### src/rtl/flash_pe_pkg.sv
package flash_pe_pkg;

  typedef enum logic [1:0] {K_WEN, K_ERASE, K_STAT, K_PROG} frame_kind_t;

  localparam logic [7:0] OP_WEN      = 8'h06;
  localparam logic [7:0] OP_ERASE32  = 8'h52;
  localparam logic [7:0] OP_STATUS1  = 8'h05;
  localparam logic [7:0] OP_PROG_1X  = 8'h02;
  localparam logic [7:0] OP_PROG_4X  = 8'h32;
  localparam logic [7:0] FILL_BYTE   = 8'hFF;
  localparam logic [7:0] BUSY_MASK   = 8'h01;

  // Header byte at positions 0..3 of a frame.
  function automatic logic [7:0] header_byte(frame_kind_t k, logic [1:0] pos,
                                             logic [23:0] a, logic [7:0] prog_op);
    logic [7:0] b;
    case (pos)
      2'd0: begin
        case (k)
          K_WEN:   b = OP_WEN;
          K_ERASE: b = OP_ERASE32;
          K_STAT:  b = OP_STATUS1;
          default: b = prog_op;
        endcase
      end
      2'd1:    b = (k == K_STAT) ? FILL_BYTE : a[23:16];
      2'd2:    b = a[15:8];
      default: b = a[7:0];
    endcase
    return b;
  endfunction

  function automatic logic [7:0] program_opcode(logic quad);
    return quad ? OP_PROG_4X : OP_PROG_1X;
  endfunction

  function automatic logic status_busy(logic [7:0] rx);
    return (rx & BUSY_MASK) != 8'h00;
  endfunction

endpackage

### src/rtl/flash_pe_framer.sv
module flash_pe_framer
  import flash_pe_pkg::*;
#(
  parameter int IW = 9
) (
  input  logic          clk,
  input  logic          rst_n,
  input  logic          frm_start,
  input  frame_kind_t   frm_kind,
  input  logic [IW-1:0] frm_len,
  input  logic [23:0]   frm_addr,
  input  logic [7:0]    prog_op,
  input  logic          quad_sel,
  input  logic [7:0]    in_data,
  input  logic          in_valid,
  output logic          in_ready,
  output logic          sft_go,
  output logic [7:0]    sft_tx,
  output logic          sft_quad,
  input  logic          sft_done,
  input  logic [7:0]    sft_rx,
  output logic          cs_n,
  output logic          frm_end,
  output logic [7:0]    frm_rx
);

  typedef enum logic [1:0] {F_IDLE, F_ISSUE, F_WAIT} fstate_t;

  fstate_t       st;
  logic [IW-1:0] idx;
  logic          is_data;
  logic          last_byte;

  assign is_data   = (frm_kind == K_PROG) && (idx >= IW'(4));
  assign last_byte = (idx == frm_len - IW'(1));
  assign in_ready  = (st == F_ISSUE) && is_data;
  assign sft_go    = (st == F_ISSUE) && (!is_data || in_valid);
  assign sft_tx    = is_data ? in_data : header_byte(frm_kind, idx[1:0], frm_addr, prog_op);
  assign sft_quad  = is_data && quad_sel;
  assign cs_n      = (st == F_IDLE);

  always_ff @(posedge clk or negedge rst_n) begin
    if (!rst_n) begin
      st      <= F_IDLE;
      idx     <= '0;
      frm_end <= 1'b0;
      frm_rx  <= 8'h00;
    end else begin
      frm_end <= 1'b0;
      case (st)
        F_IDLE: if (frm_start) begin
          st  <= F_ISSUE;
          idx <= '0;
        end
        F_ISSUE: if (sft_go) st <= F_WAIT;
        default: if (sft_done) begin
          frm_rx <= sft_rx;
          if (last_byte) begin
            st      <= F_IDLE;
            frm_end <= 1'b1;
          end else begin
            idx <= idx + IW'(1);
            st  <= F_ISSUE;
          end
        end
      endcase
    end
  end

  // a byte is in flight until its done; no second go right after one
  p_single_flight_r8: assert property (@(posedge clk) disable iff (!rst_n)
    sft_go |=> !sft_go);

endmodule

### src/rtl/flash_pe_planner.sv
module flash_pe_planner
  import flash_pe_pkg::*;
#(
  parameter int CW          = 24,
  parameter int PAGE_BYTES  = 256,
  parameter int ERASE_BYTES = 32768,
  parameter int IW          = 9
) (
  input  logic          clk,
  input  logic          rst_n,
  input  logic          start,
  input  logic [23:0]   start_addr,
  input  logic [CW-1:0] byte_count,
  input  logic          quad_mode,
  input  logic          frm_end,
  input  logic [7:0]    frm_rx,
  output logic          frm_start,
  output frame_kind_t   frm_kind,
  output logic [IW-1:0] frm_len,
  output logic [23:0]   frm_addr,
  output logic [7:0]    prog_op,
  output logic          quad_sel,
  output logic          done,
  output logic          error
);

  localparam int PAGE_LG = $clog2(PAGE_BYTES);
  localparam logic [CW:0] ERASE_STEP = (CW+1)'(ERASE_BYTES);

  typedef enum logic {P_IDLE, P_RUN} pstate_t;

  function automatic logic [IW-1:0] page_chunk(logic [CW-1:0] left);
    return (left >= CW'(PAGE_BYTES)) ? IW'(PAGE_BYTES) : IW'(left);
  endfunction

  function automatic logic [IW-1:0] frame_length(frame_kind_t k, logic [CW-1:0] left);
    case (k)
      K_WEN:   return IW'(1);
      K_STAT:  return IW'(2);
      K_ERASE: return IW'(4);
      default: return IW'(4) + page_chunk(left);
    endcase
  endfunction

  pstate_t       pst;
  frame_kind_t   kind;
  logic          stage_prog;
  logic [CW:0]   eoff;
  logic [CW-1:0] rem;
  logic [CW-1:0] cnt;
  logic [23:0]   paddr;
  logic          quad_q, start_q, done_q, err_q;

  // named events
  logic          ev_accept, ev_misaligned, ev_empty;
  logic          ev_poll_busy, ev_poll_clear, ev_erase_more, ev_last_page;
  logic [IW-1:0] chunk_now;

  assign chunk_now     = page_chunk(rem);
  assign ev_accept     = (pst == P_IDLE) && start && !done_q;
  assign ev_misaligned = start_addr[PAGE_LG-1:0] != '0;
  assign ev_empty      = byte_count == '0;
  assign ev_poll_busy  = frm_end && (kind == K_STAT) && status_busy(frm_rx);
  assign ev_poll_clear = frm_end && (kind == K_STAT) && !status_busy(frm_rx);
  assign ev_erase_more = (eoff + ERASE_STEP) < {1'b0, cnt};
  assign ev_last_page  = rem == CW'(chunk_now);

  assign frm_start = start_q;
  assign frm_kind  = kind;
  assign frm_len   = frame_length(kind, rem);
  assign frm_addr  = stage_prog ? paddr : 24'(eoff);
  assign prog_op   = program_opcode(quad_q);
  assign quad_sel  = quad_q;
  assign done      = done_q;
  assign error     = err_q;

  always_ff @(posedge clk or negedge rst_n) begin
    if (!rst_n) begin
      pst        <= P_IDLE;
      kind       <= K_WEN;
      stage_prog <= 1'b0;
      eoff       <= '0;
      rem        <= '0;
      cnt        <= '0;
      paddr      <= '0;
      quad_q     <= 1'b0;
      start_q    <= 1'b0;
      done_q     <= 1'b0;
      err_q      <= 1'b0;
    end else begin
      start_q <= 1'b0;
      done_q  <= 1'b0;
      err_q   <= 1'b0;
      if (ev_accept) begin
        paddr      <= start_addr;
        cnt        <= byte_count;
        rem        <= byte_count;
        quad_q     <= quad_mode;
        eoff       <= '0;
        stage_prog <= 1'b0;
        kind       <= K_WEN;
        if (ev_misaligned) begin
          done_q <= 1'b1;
          err_q  <= 1'b1;
        end else if (ev_empty) begin
          done_q <= 1'b1;
        end else begin
          pst     <= P_RUN;
          start_q <= 1'b1;
        end
      end else if (pst == P_RUN && frm_end) begin
        case (kind)
          K_WEN: begin
            kind    <= stage_prog ? K_PROG : K_ERASE;
            start_q <= 1'b1;
          end
          K_ERASE, K_PROG: begin
            kind    <= K_STAT;
            start_q <= 1'b1;
          end
          default: begin
            if (ev_poll_busy) begin
              start_q <= 1'b1;
            end else if (!stage_prog) begin
              kind    <= K_WEN;
              start_q <= 1'b1;
              if (ev_erase_more) eoff <= eoff + ERASE_STEP;
              else               stage_prog <= 1'b1;
            end else begin
              rem   <= rem - CW'(chunk_now);
              paddr <= paddr + 24'(chunk_now);
              if (ev_last_page) begin
                pst    <= P_IDLE;
                done_q <= 1'b1;
              end else begin
                kind    <= K_WEN;
                start_q <= 1'b1;
              end
            end
          end
        endcase
      end
    end
  end

  // done lasts one cycle
  p_done_pulse_r9: assert property (@(posedge clk) disable iff (!rst_n)
    done |=> !done);

  // every erase or page frame is followed by a status poll
  p_poll_after_op_r4: assert property (@(posedge clk) disable iff (!rst_n)
    (frm_end && (kind == K_ERASE || kind == K_PROG)) |=> (frm_start && kind == K_STAT));

  // a busy reply repeats the status frame
  p_repoll_r4: assert property (@(posedge clk) disable iff (!rst_n)
    ev_poll_busy |=> (frm_start && kind == K_STAT));

  // a finished operation that did not fail returned to idle
  p_clean_done_r2: assert property (@(posedge clk) disable iff (!rst_n)
    (done && !error) |-> pst == P_IDLE);

endmodule

### src/rtl/flash_pe_seq.sv
module flash_pe_seq
  import flash_pe_pkg::*;
#(
  parameter int CW          = 24,
  parameter int PAGE_BYTES  = 256,
  parameter int ERASE_BYTES = 32768
) (
  input  logic          clk,
  input  logic          rst_n,
  input  logic          start,
  input  logic [23:0]   start_addr,
  input  logic [CW-1:0] byte_count,
  input  logic          quad_mode,
  input  logic [7:0]    in_data,
  input  logic          in_valid,
  output logic          in_ready,
  output logic          sft_go,
  output logic [7:0]    sft_tx,
  output logic          sft_quad,
  input  logic          sft_done,
  input  logic [7:0]    sft_rx,
  output logic          flash_cs_n,
  output logic          done,
  output logic          error
);

  localparam int IW = $clog2(PAGE_BYTES + 5);

  logic          frm_start, frm_end, quad_sel;
  frame_kind_t   frm_kind;
  logic [IW-1:0] frm_len;
  logic [23:0]   frm_addr;
  logic [7:0]    prog_op, frm_rx;

  flash_pe_planner #(
    .CW(CW), .PAGE_BYTES(PAGE_BYTES), .ERASE_BYTES(ERASE_BYTES), .IW(IW)
  ) u_plan (
    .clk(clk), .rst_n(rst_n), .start(start), .start_addr(start_addr),
    .byte_count(byte_count), .quad_mode(quad_mode), .frm_end(frm_end),
    .frm_rx(frm_rx), .frm_start(frm_start), .frm_kind(frm_kind),
    .frm_len(frm_len), .frm_addr(frm_addr), .prog_op(prog_op),
    .quad_sel(quad_sel), .done(done), .error(error)
  );

  flash_pe_framer #(.IW(IW)) u_frame (
    .clk(clk), .rst_n(rst_n), .frm_start(frm_start), .frm_kind(frm_kind),
    .frm_len(frm_len), .frm_addr(frm_addr), .prog_op(prog_op),
    .quad_sel(quad_sel), .in_data(in_data), .in_valid(in_valid),
    .in_ready(in_ready), .sft_go(sft_go), .sft_tx(sft_tx),
    .sft_quad(sft_quad), .sft_done(sft_done), .sft_rx(sft_rx),
    .cs_n(flash_cs_n), .frm_end(frm_end), .frm_rx(frm_rx)
  );

  // four-line shifting only on page payload
  p_quad_payload_r6: assert property (@(posedge clk) disable iff (!rst_n)
    (sft_go && sft_quad) |-> (frm_kind == K_PROG && prog_op == OP_PROG_4X));

  // stream is pulled only inside a page frame
  p_ready_in_page_r7: assert property (@(posedge clk) disable iff (!rst_n)
    in_ready |-> (frm_kind == K_PROG && !flash_cs_n));

  // shifter starts only inside a frame
  p_go_in_frame_r8: assert property (@(posedge clk) disable iff (!rst_n)
    sft_go |-> !flash_cs_n);

  // chip select stays high at least one full cycle between frames
  p_cs_gap_r8: assert property (@(posedge clk) disable iff (!rst_n)
    $rose(flash_cs_n) |=> flash_cs_n);

  // error appears only with done
  p_err_with_done_r1: assert property (@(posedge clk) disable iff (!rst_n)
    error |-> done);

  // a rejected operation never opened a frame
  p_reject_quiet_r1: assert property (@(posedge clk) disable iff (!rst_n)
    (done && error) |-> (flash_cs_n && $past(flash_cs_n)));

endmodule

### config.mk
export PLATFORM = sky130hd
export DESIGN_NAME = flash_pe_seq
export DESIGN_NICKNAME = d
export VERILOG_FILES = /design/src/rtl/flash_pe_pkg.sv /design/src/rtl/flash_pe_framer.sv /design/src/rtl/flash_pe_planner.sv /design/src/rtl/flash_pe_seq.sv
export SDC_FILE = /design/constraint.sdc
export NUM_CORES = 1
export LEC_CHECK = 0
export ABC_AREA = 1
export BUFFER_PORTS_ARGS = -buffer_cell sky130_fd_sc_hd__buf_4
export CORE_UTILIZATION = 30
export CTS_CLUSTER_DIAMETER = 100
export CTS_CLUSTER_SIZE = 14
export DETAILED_ROUTE_END_ITERATION = 8
export GPL_TIMING_DRIVEN = 0
export PLACE_DENSITY_LB_ADDON = 0.15
export SETUP_SLACK_MARGIN = 0.2
export SLEW_MARGIN = 30
export SYNTH_ARGS = -nofsm -noshare
export SYNTH_HDL_FRONTEND = slang
export SYNTH_SLANG_ARGS = --single-unit
export TNS_END_PERCENT = 1
### constraint.sdc
create_clock -name clk -period 7.33 [get_ports clk]
set_input_delay 0.733 -clock clk [delete_from_list [all_inputs] [get_ports clk]]
set_output_delay 0.733 -clock clk [all_outputs]
set_load 0.03 [all_outputs]
# == Yosys cells after proc, flatten, opt, wreduce, memory -nomap -nowiden ==
# Cells that the tools add are included.
# totals
mem_count,0
rom_bits,0
latchBits,0
inputBits,70
regBits,118
out_inout_bits,14
word_cells,154
ramBits,0
# classes
mul,0
addsub,6
bitwise_logic,3
n_mux,75
reduce_logical,34
eq_ne,18
order_cmp,3
shift,0
div_mod_pow,0
# op_table
op,count
24-bit two-way mux,11
25-bit two-way mux,6
1-bit two-way mux,36
9-bit two-way mux,4
9-bit one-hot mux with 3 select lines,1
"25-bit by 16-bit adder with 25-bit output, second input constant",1
25-bit by 24-bit < comparator with 1-bit output,1
24-bit by 9-bit adder with 24-bit output,1
24-bit by 9-bit equality test with 1-bit output,1
"24-bit by 9-bit greater-or-equal comparator with 1-bit output, second input constant",1
24-bit logical NOT,1
8-bit one-hot mux with 3 select lines,1
24-bit by 9-bit subtractor with 24-bit output,1
7-bit one-hot mux with 3 select lines,1
2-bit two-way mux,9
9-bit one-hot mux with 2 select lines,1
8-bit two-way mux,2
"2-bit inequality test, second input constant",5
2-bit nonzero test,5
"3-bit by 9-bit adder with 9-bit output, first input constant",1
"9-bit by 1-bit adder with 9-bit output, second input constant",1
9-bit equality test,1
"9-bit by 3-bit greater-or-equal comparator with 1-bit output, second input constant",1
1-bit logical AND,9
other kinds (21),37

# == Longest topological paths before layout ==
# depth
word_depth,9
ltp_mapped,23
ltp_nobuf,23

# == Modules after synthesis ==
# A second synthesis with hierarchy kept.
# unflattened
cells_unflattened,1098
hier_area_um2,7826.3
# by_module_without_submodules
mod,area_each_um2,cells_each,n_inst,seq_area_each_um2
flash_pe_planner,6012.0,828,1,2252.2
flash_pe_framer,1814.2,270,1,500.5

# == Worst setup path after synthesis ==
# No wires, ideal clock.
# synth_timing
path_type,register to register
from,register u_plan.rem[12]
to,register u_plan.paddr[18]
stages_incl_launch_ff,20
setup_slack_ns,4.271
setup_ns,0.130
period_less_slack_ns,3.059
n_path_buf,0
t_arrival_ns,2.929
cell_sequence,dfrtp_1 > nor2_1 > nand2_1 > nor2_4 > nand2_4 > nor2_2 > ha_1 > inv_1 > fa_1 > inv_1 > nand3_1 > nand2_1 > nand2_1 > o211ai_1 > nand2_1 > a21oi_1 > nand4_1 > or3_1 > o211ai_1 > nand3_1
# synth_via
elab_chain_len,8
# synth_lines
element,line,source
from (decl),flash_pe_planner.sv:49,logic [CW-1:0] rem;
from (signal assigned),flash_pe_planner.sv:97,rem <= byte_count;
from (signal assigned),flash_pe_planner.sv:130,rem <= rem - CW'(chunk_now);
24-bit by 9-bit greater-or-equal comparator with 1-bit output,flash_pe_planner.sv:33,return (left >= CW'(PAGE_BYTES)) ? IW'(PAGE_BYTES) : IW'(left);
9-bit two-way mux,flash_pe_planner.sv:33,
24-bit by 9-bit adder with 24-bit output,flash_pe_planner.sv:131,paddr <= paddr + 24'(chunk_now);
24-bit two-way mux,flash_pe_planner.sv:124,end else if (!stage_prog) begin
24-bit two-way mux,flash_pe_planner.sv:122,if (ev_poll_busy) begin
24-bit two-way mux,flash_pe_planner.sv:112,case (kind)
24-bit two-way mux,flash_pe_planner.sv:111,end else if (pst == P_RUN && frm_end) begin
24-bit two-way mux,flash_pe_planner.sv:94,if (ev_accept) begin
to (signal assigned),flash_pe_planner.sv:95,paddr <= start_addr;
to (signal assigned),flash_pe_planner.sv:131,
to (decl),flash_pe_planner.sv:51,logic [23:0] paddr;
# No other way between the ends. The select of a mux whose other input is x is not followed.
# A chain may end at the register's enable or synchronous reset.

# == Worst setup path after layout ==
# layout_timing
from,register u_plan.rem[18]
to,register u_plan.paddr[20]
# The elaborated chain is that of the path after synthesis.

==> flow_metrics.tcl <==
set metrics [dict create \
    overflow 0 \
    rsz0062_at_grt "false" \
    crit_path_max_fanout 6 \
    initialDrtViolationCount 376 \
    multi_input_area_um2 3660 \
    clock-sinks 103 \
    ctsResizeCount 0 \
    syn2layout_area_growth_pct 18.2 \
    slew_viol_final 0 \
    drtAntennaViolNets 0 \
    drc 0 \
    synth_edf_count 0 \
    final_cells 1326 \
    path_clk_slew_ps 80 \
    dp.cells 1310 \
    core_um2 22600 \
    grt_max_degree 76 \
    switching_share 0.443 \
    total_power_mw 2.45 \
    peakVddDrop_mv 0.156 \
    clockRootBuffer "clkbuf_16" \
    cts_buffer_depth 2 \
    viasPerCell 4.91 \
    tightest_slew_ps 851 \
    port_buffers 76 \
    cp_data_required_time_ps 7620 \
    finClkSkew_ps 11.8 \
    routed_wl_um 22300 \
    wl_per_cell_um 16.8 \
    fmax_ghz 0.262 \
    yosys_warnings 0 \
    slew_headroom 0.433 \
    cts_made_buffers 9 \
    syn_area_um2 6900 \
    finalHoldViolations 0 \
    synth_most_common_cell "nand2_1" \
    power.internal_mw 1.36 \
    hpwl_um 17300 \
    tns_ps 0 \
    combPwrFrac 0.482 \
    pwr-share-clk 0.206 \
    dr.pass1.iters 7 \
    synth_area_leaders "dfrtp_1, nand2_1, inv_1" \
    seq_power_share 0.311 \
    finalCritPeriodShare 0.520 \
    finalWeightedCongestion 0.841 \
    diodes 0 \
    gr-usage-all-layers 0.198 \
    yosysTopAreaCell "dfrtp_1" \
    num_vias 6509 \
    ys_seq_area_frac 0.374 \
    grt_pass1_vias 6465 \
    synthDominantCellAreaShare 0.374 \
    nFillCells 2474 \
    cts_tree "built" \
    cts_hold_buf 0 \
    htreeDepth 3 \
    synthCells 948 \
    worstPathArrival_ps 4100 \
    clkLatencyLatePin_ps 360 \
    p_leak_nw 4.07 \
    syn_area_per_cell_um2 7.28 \
    syn-num-nets 1045 \
    status "completed" \
    ios 84 \
    drive_gt1_frac 0.123 \
    min_period_ps 3820 \
    start_util 0.306 \
    die_w_um 154 \
    synth_ff_type "dfrtp_1" \
    endpoint_kind "register" \
    ys_ff_latch 103 \
    synthDistinctLibCells 50 \
    postCtsSetupRepairBufs 0 \
    die_h_um 154 \
    grt_antenna_before_repair 0 \
    r2r_slack_ps 3510 \
    drv_cap 0 \
    grt_pass1_wl_um 35900 \
    synth_common_cells "nand2_1, inv_1, dfrtp_1" \
    critPathLaunchType "register" \
    async_flop_share 1.00 \
    nNetsFinal 1133 \
    layout.area.seq_um2 2580 \
    die_area_um2 23600 \
    min_path_type "in2async" \
    crit_type "reg2reg" \
    switchingPower_mw 1.08 \
    setup_viol 0 \
    power_density_nw_per_um2 300 \
    rows 55 \
]
-- area by class of cell --
class | count | area share
multi-input cells | 675 | 0.449
inverters | 143 | 0.0658
clock inverters | 5 | 0.00782
clock buffers | 11 | 0.0285
plain buffers | 27 | 0.0149
well taps | 285 | 0.0437
flip-flops and latches | 103 | 0.316
repair buffers | 77 | 0.0742
-- critical path, cell delays in order (launching register included) --
cell      delay, ps
dfrtp_1         400
nor2_2          150
nand2_1          80
nor2_2          310
nand2_4         160
nor2_2          160
ha_1            190
inv_1            50
fa_1            380
inv_1            90
nand3_1          60
nand2_1         130
nand2_1          60
o211ai_1        110
nand2_1         100
a21oi_1         350
nand2_1         210
nor4_1          370
xor2_1          180
nand2_1          60
nand3_1          90
-- flip-flops by register name (all words and copies together) (netlist names), 2 cells and up --
| name | cells |
|---|---|
| u_plan.frm_kind | 2 |
| u_frame.st | 2 |
| u_plan.rem | 24 |
| u_frame.idx | 9 |
| u_plan.paddr | 24 |
| u_plan.cnt | 24 |
| u_plan.eoff | 10 |
-- power groups by stage --
stage / registers [mW] / logic [mW] / clock network (mW)
finish: 0.762 / 1.18 / 0.505
global route: 0.777 / 1.34 / 0.534
CTS: 0.761 / 1.19 / 0.515
detailed placement: 0.769 / 1.18 / 0
global placement: 0.771 / 1.17 / 0
floorplan: 0.736 / 0.862 / 0
-- routing by layer --
metal  GRT usage  up-vias  wire length [µm]
li1            -     3310                 -
met1       0.283     3025             11100
met2       0.307      155              9740
met3      0.0330       19              1150
met4      0.0486        0               285
met5           0        -                 0
-- per-stage QoR --
stage	util	hold slack, ps	worst slack [ps]	cell area [µm²]
final	0.361	218	3510	8160
after detailed placement	0.348	463	3530	7860
after global routing	0.361	229	2950	8160
after floorplan	-	437	4270	6900
after global placement	0.347	460	3550	7830
after CTS	0.361	225	3480	8160
-- cells by family after synthesis --
kind of cell | after synthesis | synth area share
AOI/OAI and AO/OA | 174 | 0.151
xor gates and xnor gates | 41 | 0.0521
adders and majority gates | 27 | 0.0501
buffers and inverters | 170 | 0.0954
DFF | 103 | 0.374
muxes | 1 | 0.00163
other | 1 | 0.000544
and+or+nand+nor | 431 | 0.275
-- layout by cell type, fill, tap and decap left out, types with 2 or more instances in the layout --
| cell | n |
|---|---|
| inv_6 | 2 |
| a21oi_2 | 2 |
| nand3_2 | 3 |
| o21ai_2 | 2 |
| a21oi_1 | 35 |
| buf_6 | 2 |
| nand2_2 | 5 |
| buf_1 | 4 |
| nand3_1 | 47 |
| dfrtp_1 | 103 |
| nand2_1 | 225 |
| nor4_1 | 12 |
| xor2_1 | 38 |
| o211ai_1 | 16 |
| a211oi_1 | 2 |
| ha_1 | 26 |
| inv_1 | 139 |
| a31oi_1 | 3 |
| nor3_1 | 17 |
| buf_2 | 4 |
| clkbuf_16 | 9 |
| clkbuf_1 | 19 |
| o31ai_1 | 2 |
| o21ai_0 | 75 |
| o221ai_1 | 19 |
| inv_2 | 3 |
| buf_4 | 75 |
| nand4_1 | 24 |
| nor3b_1 | 2 |
| nor2_2 | 7 |
| xnor2_1 | 3 |
| o22ai_1 | 4 |
| nor2_4 | 3 |
| o21ai_1 | 6 |
| nor2_1 | 80 |
-- path summary, 6_finish.rpt --
path / end / startpoint / cells past startpoint
setup / recovery: u_plan.paddr[20] / u_plan.rem[18] / 20
hold / removal: u_frame.idx[6] / rst_n / 1
setup reg to reg: u_plan.paddr[20] / u_plan.rem[18] / 20
hold reg to reg: u_plan.cnt[13] / u_plan.cnt[13] / 2
max in group asynchronous: u_plan.rem[8] / rst_n / 2
min in group clk: u_plan.cnt[13] / u_plan.cnt[13] / 2
No activity file was read; power rests on OpenSTA's default activity.
